$ cat config.mk
export PLATFORM = sky130hd
export DESIGN_NAME = mtx_refresh_top
export DESIGN_NICKNAME = d
export VERILOG_FILES = /design/src/rtl/mtx_refresh_pkg.sv /design/src/rtl/mtx_shift_engine.sv /design/src/rtl/mtx_pwm_timer.sv /design/src/rtl/mtx_row_drive.sv /design/src/rtl/mtx_refresh_top.sv
export SDC_FILE = /design/constraint.sdc
export NUM_CORES = 1
export LEC_CHECK = 0
export BUFFER_PORTS_ARGS = -buffer_cell sky130_fd_sc_hd__buf_2
export CAP_MARGIN = 30
export CORE_UTILIZATION = 44
export DETAILED_ROUTE_END_ITERATION = 10
export PLACE_DENSITY = 0.78
export SLEW_MARGIN = 20
export SYNTH_ARGS = -nofsm -noshare
export SYNTH_HDL_FRONTEND = slang
export SYNTH_SLANG_ARGS = --single-unit
$ cat constraint.sdc
create_clock -name clk -period 1.92 [get_ports clk]
set_input_delay 0.288 -clock clk [delete_from_list [all_inputs] [get_ports clk]]
set_output_delay 0.288 -clock clk [all_outputs]
set_load 0.02 [all_outputs]
$ cat src/rtl/mtx_refresh_pkg.sv
package mtx_refresh_pkg;

    // Colour lanes carried by one bank: red, green, blue.
    localparam int unsigned LANES_PER_BANK = 3;

    // Handover step numbering (one system clock per step).
    localparam int unsigned HC_W         = 3;
    localparam int unsigned HAND_XLAT_ON = 1;
    localparam int unsigned HAND_ROW_SW  = 3;
    localparam int unsigned HAND_LAST    = 4;

    typedef enum logic [1:0] {
        SEQ_IDLE,
        SEQ_FILL,
        SEQ_HAND,
        SEQ_RUN
    } seq_state_e;

    typedef struct packed {
        logic blank;
        logic xlat;
    } strobe_t;

    function automatic int unsigned wrap_next(int unsigned cur, int unsigned limit);
        return (cur + 1 >= limit) ? 0 : cur + 1;
    endfunction

    function automatic logic xlat_window(logic [HC_W-1:0] step);
        return (step >= HC_W'(HAND_XLAT_ON)) && (step < HC_W'(HAND_ROW_SW));
    endfunction

endpackage

$ cat src/rtl/mtx_shift_engine.sv
module mtx_shift_engine #(
    parameter int unsigned LINES        = 9,
    parameter int unsigned GS_BITS      = 12,
    parameter int unsigned PIX_PER_LINE = 48,
    localparam int unsigned PIX_W       = $clog2(PIX_PER_LINE),
    localparam int unsigned BIT_W       = $clog2(GS_BITS)
) (
    input  logic                       clk,
    input  logic                       rst,
    input  logic                       go,
    input  logic [LINES*GS_BITS-1:0]   lane_word,
    output logic [PIX_W-1:0]           pix_idx,
    output logic                       sclk,
    output logic [LINES-1:0]           sdata,
    output logic                       done
);
    localparam int unsigned LINE_BITS = PIX_PER_LINE * GS_BITS;
    localparam int unsigned CNT_W     = $clog2(LINE_BITS + 1);

    logic             active;
    logic             ph;
    logic [PIX_W-1:0] pix_q;
    logic [BIT_W-1:0] bit_q;

    assign pix_idx = pix_q;

    always_ff @(posedge clk) begin
        if (rst) begin
            active <= 1'b0;
            ph     <= 1'b0;
            pix_q  <= '0;
            bit_q  <= '0;
            sclk   <= 1'b0;
            done   <= 1'b0;
        end else if (go) begin
            active <= 1'b1;
            ph     <= 1'b0;
            pix_q  <= PIX_W'(PIX_PER_LINE - 1);
            bit_q  <= BIT_W'(GS_BITS - 1);
            sclk   <= 1'b0;
            done   <= 1'b0;
        end else if (active) begin
            ph   <= ~ph;
            sclk <= ph;
            if (ph) begin
                if (bit_q == '0) begin
                    bit_q <= BIT_W'(GS_BITS - 1);
                    if (pix_q == '0) begin
                        active <= 1'b0;
                        done   <= 1'b1;
                    end else begin
                        pix_q <= pix_q - 1'b1;
                    end
                end else begin
                    bit_q <= bit_q - 1'b1;
                end
            end
        end else begin
            sclk <= 1'b0;
        end
    end

    // Data launch: one flop per lane, updated on the low phase.
    for (genvar g = 0; g < LINES; g++) begin : g_lane
        logic [GS_BITS-1:0] word;
        assign word = lane_word[g*GS_BITS +: GS_BITS];
        always_ff @(posedge clk) begin
            if (rst) begin
                sdata[g] <= 1'b0;
            end else if (!go && active && !ph) begin
                sdata[g] <= word[bit_q];
            end
        end
    end

    // Checker state: shift pulses since the last load request.
    logic [CNT_W-1:0] pulse_cnt;
    always_ff @(posedge clk) begin
        if (rst || go) pulse_cnt <= '0;
        else if (sclk) pulse_cnt <= pulse_cnt + 1'b1;
    end


    line_length_chk: assert property (@(posedge clk) disable iff (rst)
        $rose(done) |-> (pulse_cnt == CNT_W'(LINE_BITS - 1)));

    data_hold_chk: assert property (@(posedge clk) disable iff (rst)
        sclk |-> $stable(sdata));

    sclk_half_rate_chk: assert property (@(posedge clk) disable iff (rst)
        sclk |=> !sclk);

endmodule

$ cat src/rtl/mtx_pwm_timer.sv
module mtx_pwm_timer #(
    parameter int unsigned GS_BITS = 12
) (
    input  logic clk,
    input  logic rst,
    input  logic go,
    output logic gsclk,
    output logic busy
);
    localparam int unsigned PULSES = 1 << GS_BITS;
    localparam int unsigned CW     = GS_BITS + 1;

    logic               ph;
    logic [GS_BITS-1:0] cnt;

    always_ff @(posedge clk) begin
        if (rst) begin
            busy  <= 1'b0;
            ph    <= 1'b0;
            cnt   <= '0;
            gsclk <= 1'b0;
        end else if (go) begin
            busy  <= 1'b1;
            ph    <= 1'b0;
            cnt   <= '0;
            gsclk <= 1'b0;
        end else if (busy) begin
            ph    <= ~ph;
            gsclk <= ph;
            if (ph) begin
                cnt <= cnt + 1'b1;
                if (cnt == '1) busy <= 1'b0;
            end
        end else begin
            gsclk <= 1'b0;
        end
    end

    // Checker state: greyscale pulses within the current window.
    logic [CW-1:0] seen;
    always_ff @(posedge clk) begin
        if (rst || go) seen <= '0;
        else if (gsclk) seen <= seen + 1'b1;
    end


    window_len_chk: assert property (@(posedge clk) disable iff (rst)
        $fell(busy) |-> (gsclk && seen == CW'(PULSES - 1)));

    gs_half_rate_chk: assert property (@(posedge clk) disable iff (rst)
        gsclk |=> !gsclk);

endmodule

$ cat src/rtl/mtx_row_drive.sv
module mtx_row_drive #(
    parameter int unsigned NUM_ROWS = 4,
    localparam int unsigned ROW_W   = $clog2(NUM_ROWS)
) (
    input  logic                clk,
    input  logic                rst,
    input  logic                load,
    input  logic [ROW_W-1:0]    row_sel,
    output logic [NUM_ROWS-1:0] row_en_n
);
    for (genvar r = 0; r < NUM_ROWS; r++) begin : g_row
        always_ff @(posedge clk) begin
            if (rst) row_en_n[r] <= 1'b1;
            else if (load) row_en_n[r] <= (row_sel != ROW_W'(r));
        end
    end


    one_row_chk: assert property (@(posedge clk) disable iff (rst)
        $countones(~row_en_n) <= 1);

endmodule

$ cat src/rtl/mtx_refresh_top.sv
module mtx_refresh_top
    import mtx_refresh_pkg::*;
#(
    parameter int unsigned NUM_BANKS    = 3,
    parameter int unsigned DRV_PER_LINE = 3,
    parameter int unsigned CH_PER_DRV   = 16,
    parameter int unsigned GS_BITS      = 12,
    parameter int unsigned NUM_ROWS     = 4,
    localparam int unsigned LANES        = NUM_BANKS * LANES_PER_BANK,
    localparam int unsigned PIX_PER_LINE = DRV_PER_LINE * CH_PER_DRV,
    localparam int unsigned PIX_W        = $clog2(PIX_PER_LINE),
    localparam int unsigned ROW_W        = $clog2(NUM_ROWS)
) (
    input  logic                     clk,
    input  logic                     rst,
    input  logic                     start,
    output logic [ROW_W+PIX_W-1:0]   pix_addr,
    input  logic [LANES*GS_BITS-1:0] pix_data,
    output logic                     sclk,
    output logic [LANES-1:0]         sdata,
    output logic                     gsclk,
    output logic                     blank,
    output logic                     xlat,
    output logic [NUM_ROWS-1:0]      row_en_n,
    output logic                     frame_done
);
    seq_state_e       state;
    logic [HC_W-1:0]  hc;
    logic [ROW_W-1:0] load_row;
    logic [PIX_W-1:0] pix_idx;
    strobe_t          strb;
    logic             sh_go, pw_go, row_load;
    logic             sh_done, pw_busy;

    assign pix_addr = {load_row, pix_idx};

    always_comb begin
        strb.blank = (state != SEQ_RUN);
        strb.xlat  = (state == SEQ_HAND) && xlat_window(hc);
        pw_go      = (state == SEQ_HAND) && (hc == HC_W'(HAND_LAST));
        sh_go      = pw_go || ((state == SEQ_IDLE) && start);
        row_load   = (state == SEQ_HAND) && (hc == HC_W'(HAND_ROW_SW - 1));
    end

    assign blank = strb.blank;
    assign xlat  = strb.xlat;

    always_ff @(posedge clk) begin
        if (rst) begin
            state      <= SEQ_IDLE;
            hc         <= '0;
            load_row   <= '0;
            frame_done <= 1'b0;
        end else begin
            frame_done <= 1'b0;
            case (state)
                SEQ_IDLE: begin
                    if (start) begin
                        state    <= SEQ_FILL;
                        load_row <= '0;
                    end
                end
                SEQ_FILL: begin
                    if (sh_done) begin
                        state <= SEQ_HAND;
                        hc    <= '0;
                    end
                end
                SEQ_HAND: begin
                    hc <= hc + 1'b1;
                    if (hc == HC_W'(HAND_LAST)) begin
                        state      <= SEQ_RUN;
                        frame_done <= (load_row == ROW_W'(NUM_ROWS - 1));
                        load_row   <= ROW_W'(wrap_next(32'(load_row), NUM_ROWS));
                    end
                end
                SEQ_RUN: begin
                    if (!pw_busy && sh_done) begin
                        state <= SEQ_HAND;
                        hc    <= '0;
                    end
                end
                default: state <= SEQ_IDLE;
            endcase
        end
    end

    mtx_shift_engine #(
        .LINES        (LANES),
        .GS_BITS      (GS_BITS),
        .PIX_PER_LINE (PIX_PER_LINE)
    ) shift_i (
        .clk       (clk),
        .rst       (rst),
        .go        (sh_go),
        .lane_word (pix_data),
        .pix_idx   (pix_idx),
        .sclk      (sclk),
        .sdata     (sdata),
        .done      (sh_done)
    );

    mtx_pwm_timer #(
        .GS_BITS (GS_BITS)
    ) pwm_i (
        .clk   (clk),
        .rst   (rst),
        .go    (pw_go),
        .gsclk (gsclk),
        .busy  (pw_busy)
    );

    mtx_row_drive #(
        .NUM_ROWS (NUM_ROWS)
    ) rows_i (
        .clk      (clk),
        .rst      (rst),
        .load     (row_load),
        .row_sel  (load_row),
        .row_en_n (row_en_n)
    );


    xlat_blank_chk: assert property (@(posedge clk) disable iff (rst)
        xlat |-> blank);

    xlat_open_chk: assert property (@(posedge clk) disable iff (rst)
        $rose(xlat) |=> (xlat && blank));

    xlat_close_chk: assert property (@(posedge clk) disable iff (rst)
        $fell(xlat) |-> ($past(xlat, 2) && !$past(xlat, 3) && blank));

    row_gate_chk: assert property (@(posedge clk) disable iff (rst)
        !$stable(row_en_n) |-> (blank && $past(blank)));

    unblank_chk: assert property (@(posedge clk) disable iff (rst)
        $fell(blank) |-> (!$past(xlat) && !$past(row_en_n == '1)));

    gs_blank_chk: assert property (@(posedge clk) disable iff (rst)
        blank |-> !gsclk);

    frame_done_chk: assert property (@(posedge clk) disable iff (rst)
        frame_done |-> (!row_en_n[NUM_ROWS-1] && !blank));

    idle_quiet_chk: assert property (@(posedge clk) disable iff (rst)
        (state == SEQ_IDLE) |-> (blank && !sclk && !gsclk));

    load_done_chk: assert property (@(posedge clk) disable iff (rst)
        $rose(blank) |-> $past(sh_done));

endmodule

Word-level counts from Yosys, hierarchy flattened
Cells that the tools add are included.

storage, ports and cells
  register bits = 50
  input bits = 111
  logic and storage cells = 144

operators by class
  add/sub/neg operators = 5
  magnitude comparators = 4
  equal/unequal tests = 16
  muxes and demuxes = 48
  bitwise logic cells = 7
  reduce and logical (&&, ||, !) cells = 35

operators by type and width
  kind                                                                          number
  1-bit binary-select mux with 4-bit select                                     9
  6-bit 2-to-1 mux                                                              5
  1-bit 2-to-1 mux                                                              18
  4-bit 2-to-1 mux                                                              4
  4-bit AND reduction                                                           4
  2-bit 2-to-1 mux                                                              7
  12-bit by 1-bit adder with 12-bit output, second input constant               1
  12-bit equality test, second input constant                                   1
  2-bit inequality test, second input constant                                  5
  2-bit nonzero test                                                            5
  3-bit case mux with 3 select lines                                            1
  3-bit OR reduction                                                            3
  1-bit logical AND                                                             8
  2-bit by 1-bit inequality test with 1-bit output, second input constant       4
  2-bit case mux with 4 select lines                                            1
  1-bit inverter                                                                7
  2-bit equality test, second input constant                                    3
  6-bit logical NOT                                                             1
  3-bit 2-to-1 mux                                                              2
  2-bit AND reduction                                                           3
  3-bit AND reduction                                                           2
  6-bit by 1-bit subtractor with 6-bit output, second input constant            1
  4-bit by 5-bit less-than comparator with 1-bit output, second input constant  1
  4-bit logical NOT                                                             1
  other kinds (15)                                                              18

Longest topological paths before layout
  depth after elaboration = 6
  mapped depth = 9
  mapped depth without buffers = 6

Hierarchy
A second synthesis with hierarchy kept.

unflattened totals
  cell total of the unflattened synthesis = 364
  area total of the unflattened synthesis = 3200.6 µm²

modules (own cells, without submodules)
  module            times used  cells each  area an instance (µm²)  seq. area each (µm²)
  mtx_shift_engine  1           220         1935.6                  460.4
  mtx_pwm_timer     1           74          646.9                   300.3
  mtx_refresh_top   1           55          478.0                   160.2
  mtx_row_drive     1           15          140.1                   80.1

Worst setup path before layout
OpenSTA, ideal clock, no wires.

  path kind = flip-flop to flip-flop
  from = register shift_i.bit_q[1]
  to = register shift_i.pix_q[1], in the netlist shift_i.pix_idx[1]
  library setup time = 0.067 ns
  arrival time = 2.031 ns
  setup slack = -0.178 ns
  stages on the path, launching flop included = 10
  path buffers = 3
  clock period less this slack = 2.098 ns
  cells stage by stage = dfxtp_1 > buf_2 > buf_6 > buf_6 > inv_1 > ha_1 > nor3b_1 > o311a_4 > mux2_4 > a21oi_2

between the ends
  longest elaborated chain between the ends = 3

RTL lines
  what                           RTL line                source
  start: declaration             mtx_shift_engine.sv:23  logic [BIT_W-1:0] bit_q;
  start signal: assignment       mtx_shift_engine.sv:39  bit_q <= BIT_W'(GS_BITS - 1);
  start signal: assignment       mtx_shift_engine.sv:47  bit_q <= BIT_W'(GS_BITS - 1);
  start signal: assignment       mtx_shift_engine.sv:55  bit_q <= bit_q - 1'b1;
  4-bit logical NOT              mtx_shift_engine.sv:46  if (bit_q == '0) begin
  2-bit nonzero test (no line)   --
  4-bit AND reduction (no line)  --
  end signal: assignment         mtx_shift_engine.sv:38  pix_q <= PIX_W'(PIX_PER_LINE - 1);
  end signal: assignment         mtx_shift_engine.sv:52  pix_q <= pix_q - 1'b1;
  end: declaration               mtx_shift_engine.sv:22  logic [PIX_W-1:0] pix_q;

No other way between the ends.
A chain may end at the register's enable or synchronous reset.

Final worst setup path
  from = register shift_i.pix_q[1], in the netlist shift_i.pix_idx[1]
  to = register shift_i.pix_q[1], in the netlist shift_i.pix_idx[1]

between the ends
  longest elaborated chain between the ends = 6
  elaborated cells on any way between the ends = 9
  classes of those cells = 1 x add/sub; 1 x eq/ne; 5 x mux; 2 x reduce/logical

RTL lines
  what                                         RTL line                source
  6-bit by 1-bit subtractor with 6-bit output  mtx_shift_engine.sv:52
  6-bit 2-to-1 mux                             mtx_shift_engine.sv:48  if (pix_q == '0) begin
  6-bit 2-to-1 mux                             mtx_shift_engine.sv:46
  6-bit 2-to-1 mux                             mtx_shift_engine.sv:45  if (ph) begin
  6-bit 2-to-1 mux                             mtx_shift_engine.sv:42  end else if (active) begin
  6-bit 2-to-1 mux                             mtx_shift_engine.sv:35  end else if (go) begin

Several ways; a longest one is shown, not always the timed one. The select of a mux whose other input is x is not followed.

==> results.py <==
metrics = {
    "status": {
        "outcome": "finished, final reports clean",
    },
    "die": {
        "fp.dieH_um": 88.12,
        "die_w_um": 88.12,
        "die-area_um2": 7764,
        "start_util_pct": 45.23,
        "core_area_um2": 7214,
        "io_pins": 137,
        "row_count": 31,
    },
    "clocking": {
        "cts_sinks": 50,
        "insertion_delay_ps": 310,
        "cts_root_buffer": "clkbuf_8",
        "cts_tree": "yes",
        "clock_path_buffers": 2,
        "path_clk_slew_ps": 100,
        "postCtsHoldBufs": 0,
        "cts_inserted_buffers": 5,
        "cts_max_level": 2,
    },
    "sta": {
        "min_period_ps": 1861,
        "final.setup.tns_ps": 0,
        "finalHoldViolations": 0,
        "finalSetupViolations": 0,
        "slew_violations": 0,
        "fmax_mhz": 537.4,
        "max_slew_margin_pct": 70.25,
        "whs_ps": 377.0,
        "tightest_slew_ps": 444.6,
        "clock_skew_ps": 15.92,
        "fin_crit_sh_pct": 96.91,
        "layout_setup_ws_ps": 59.34,
    },
    "pwr": {
        "powerDensity_nw_per_um2": 586.4,
        "share_comb_of_total_power_pct": 27.2,
        "power.static_leakage_nw": 1.726,
        "power_switching_uw": 734.0,
        "clock_power_share_pct": 25.9,
        "finalPower_mw": 2.401,
        "ir_drop_v": 0.0003121,
        "switching_share_pct": 30.58,
        "seqPwrFrac_pct": 46.8,
        "power.internal_mw": 1.667,
    },
    "setup_path": {
        "r2r_end": "shift_i.pix_idx[1]",
        "crit_chain": "inv_1 > ha_2 > or3b_4 > o311a_4 > mux2_4 > a21oi_2",
        "cp.required_ps": 2170,
        "worst_setup_path_start_kind": "flop",
        "r2r-start": "shift_i.pix_idx[1]",
        "cp_max_fo": 3,
        "path_class": "flop to flop",
        "reg2reg_slack_ps": 60,
        "cp.arrival_ps": 2110,
        "r2r_cells": 6,
        "critPathSlowestCell": "or3b_4",
        "cp-end-kind": "flop",
        "slowest_delay_ps": 410,
    },
    "synthesis": {
        "async_flop_share_pct": 0,
        "synthAdderAreaFrac_pct": 4.218,
        "syn_area_um2": 3263,
        "yosysWarnings": 0,
        "synth_edf_count": 0,
        "ys_top_cells_by_area": "dfxtp_1 31%, mux2i_1 9.2%, mux4_1 6.4%, a21oi_1 5.7%, ha_1 4.2%",
        "yosysUniqueCellTypes": 54,
        "synth_compound_area_share_pct": 18.71,
        "synth_top_area_share_pct": 30.67,
        "synth_nets": 470,
        "synth-xor-area-share_pct": 3.221,
        "yosys.area.top_type": "dfxtp_1",
        "avgSynthCellArea_um2": 9.377,
        "synth_top_family_by_area": "multiplexers",
        "synth_cells": 348,
        "yosysSeqAreaShare_pct": 30.67,
        "synthMuxAreaShare_pct": 18.87,
        "ys.flop_type": "dfxtp_1",
        "synth-simple-area-share_pct": 16.30,
        "synth_seq_cells": 50,
    },
    "min_path": {
        "hold_end": "shift_i.ph",
        "min_path_type": "primary input to flop",
        "hp-start": "start",
        "whs_path_depth": 3,
    },
    "place": {
        "dpl.cell_count": 572,
        "place_congestion": 0.9102,
        "portBuffers": 136,
        "hpwl_mm": 6.727,
        "dp_slack_ps": 22.23,
    },
    "detailed_routing": {
        "drc": 0,
        "drt-pass1-iter-count": 4,
        "vias": 3132,
        "post_drt_wl_per_cell_um": 14.32,
        "postRouteAntennaNets": 0,
        "drt-vias-per-instance": 5.391,
        "dr.first_iter.drc_count": 121,
        "routed_wl_mm": 8.322,
    },
    "finish": {
        "area_growth_pct": 25.46,
        "final_nets": 603,
        "layout-drive-gt1-share_pct": 36.72,
        "final_cells": 581,
        "antenna_cells": 0,
        "mostFrequentLayoutCell": "buf_2",
        "final_cell_mix": "136 x buf_2, 48 x dfxtp_1, 37 x a21oi_1",
    },
    "global_routing": {
        "grt_pass1_vias": 2941,
        "grt_pass1_wl_mm": 13.55,
        "antenna_found_initial": 0,
        "grt_max_degree": 45,
        "grt_util_all_layers_pct": 22.26,
        "overflow": 0,
    },
    "run": {
        "cap_viol_max_count": 0,
    },
}
==> per-layer routing <==
layer | part of all wire [%] | vias up | global-route usage (%)
li1 | - | 1565 | -
met1 | 45 | 1457 | 28.67
met2 | 50 | 97 | 39.04
met3 | 3.7 | 13 | 2.828
met4 | 1.7 | 0 | 6.305
met5 | 0 | - | 0
==> cell type report <==
class	count	area [um2]
inverter	12	45.04
sequential	50	1003
timing repair buffer	150	798.3
clock buffer	5	68.82
clock inverter	3	21.27
fill	640	3120
multi-input combinational	262	2033
tap	99	123.9
==> registers in the layout, summed over array words and instances (netlist names), 2 cells and up <==
name	count
shift_i.sdata	9
state	2
shift_i.pix_idx	6
rows_i.row_en_n	4
shift_i.bit_q	4
pwm_i.cnt	12
load_row	2
hc	3
==> per-stage QoR <==
stage	cell area (um2)	util (%)
after floorplan	3294	-
after global placement	3991	55.32
after detailed placement	3991	55.32
after CTS	4081	56.57
after global routing	4094	56.75
final	4094	56.75
==> power by group through the flow <==
stage	clock, mW	sequential [mW]	combinational, mW
2_1_floorplan	0	1.16	0.436
3_3_place_gp	0	1.15	0.631
3_5_place_dp	0	1.15	0.647
4_1_cts	0.636	1.12	0.648
5_1_grt	0.678	1.13	0.709
6_report	0.623	1.12	0.653
==> timing repair <==
action,in CTS,in global routing
gates resized for setup,0,3
setup endpoints to repair,0,10
buffers inserted,0,1
==> cell usage after synthesis (all sizes together) (2+ instances only) <==
cell type  instances
nand2b             9
a21oi             38
inv               12
ha                11
nand4b             2
o21ai              7
nor3               4
mux4              12
or3                5
a211o              4
o211ai             3
or3b               3
a21o               2
nand3             13
o22ai              7
nand2             25
a221oi             6
clkbuf            11
a22oi              2
and2               2
a31oi              5
xor2               4
dfxtp             50
a311oi             5
nor2b              4
nor2              25
nor3b              2
a211oi             7
mux2i             30
buf               13
xnor2              8
nand4              4
nor4               3
==> critical path: cells and delay by family (launching register included) <==
kind | cells | cell delay, ps
DFF | 1 | 340
muxes | 1 | 310
and+or+nand+nor | 1 | 410
adders and majority gates | 1 | 190
AOI/OAI and AO/OA | 2 | 470
buffers and inverters | 1 | 80
==> cell families (layout without fill, tap and decap cells) <==
family                   after synthesis  after routing
adder cells (fa/ha/maj)               11             11
AND/OR/NAND/NOR                      104            104
XOR/XNOR                              12             12
multiplexers                          43             43
buffers and inverters                 36            170
AO/OA/AOI/OAI                         92             92
flip-flops                            50             50
==> how the worst max path moves through the flow <==
| stage | from | endpoint | cells past startpoint |
|---|---|---|---|
| after detailed placement | shift_i.bit_q[0] | shift_i.sdata[6] | 5 |
| after CTS | shift_i.bit_q[0] | shift_i.sdata[6] | 5 |
| after global placement | shift_i.bit_q[0] | shift_i.sdata[7] | 4 |
| final | shift_i.pix_idx[1] | shift_i.pix_idx[1] | 6 |
| after floorplan | shift_i.bit_q[1] | shift_i.pix_idx[1] | 9 |
| after global routing | shift_i.pix_idx[1] | shift_i.pix_idx[1] | 6 |
(Power assumes the default switching activity.)
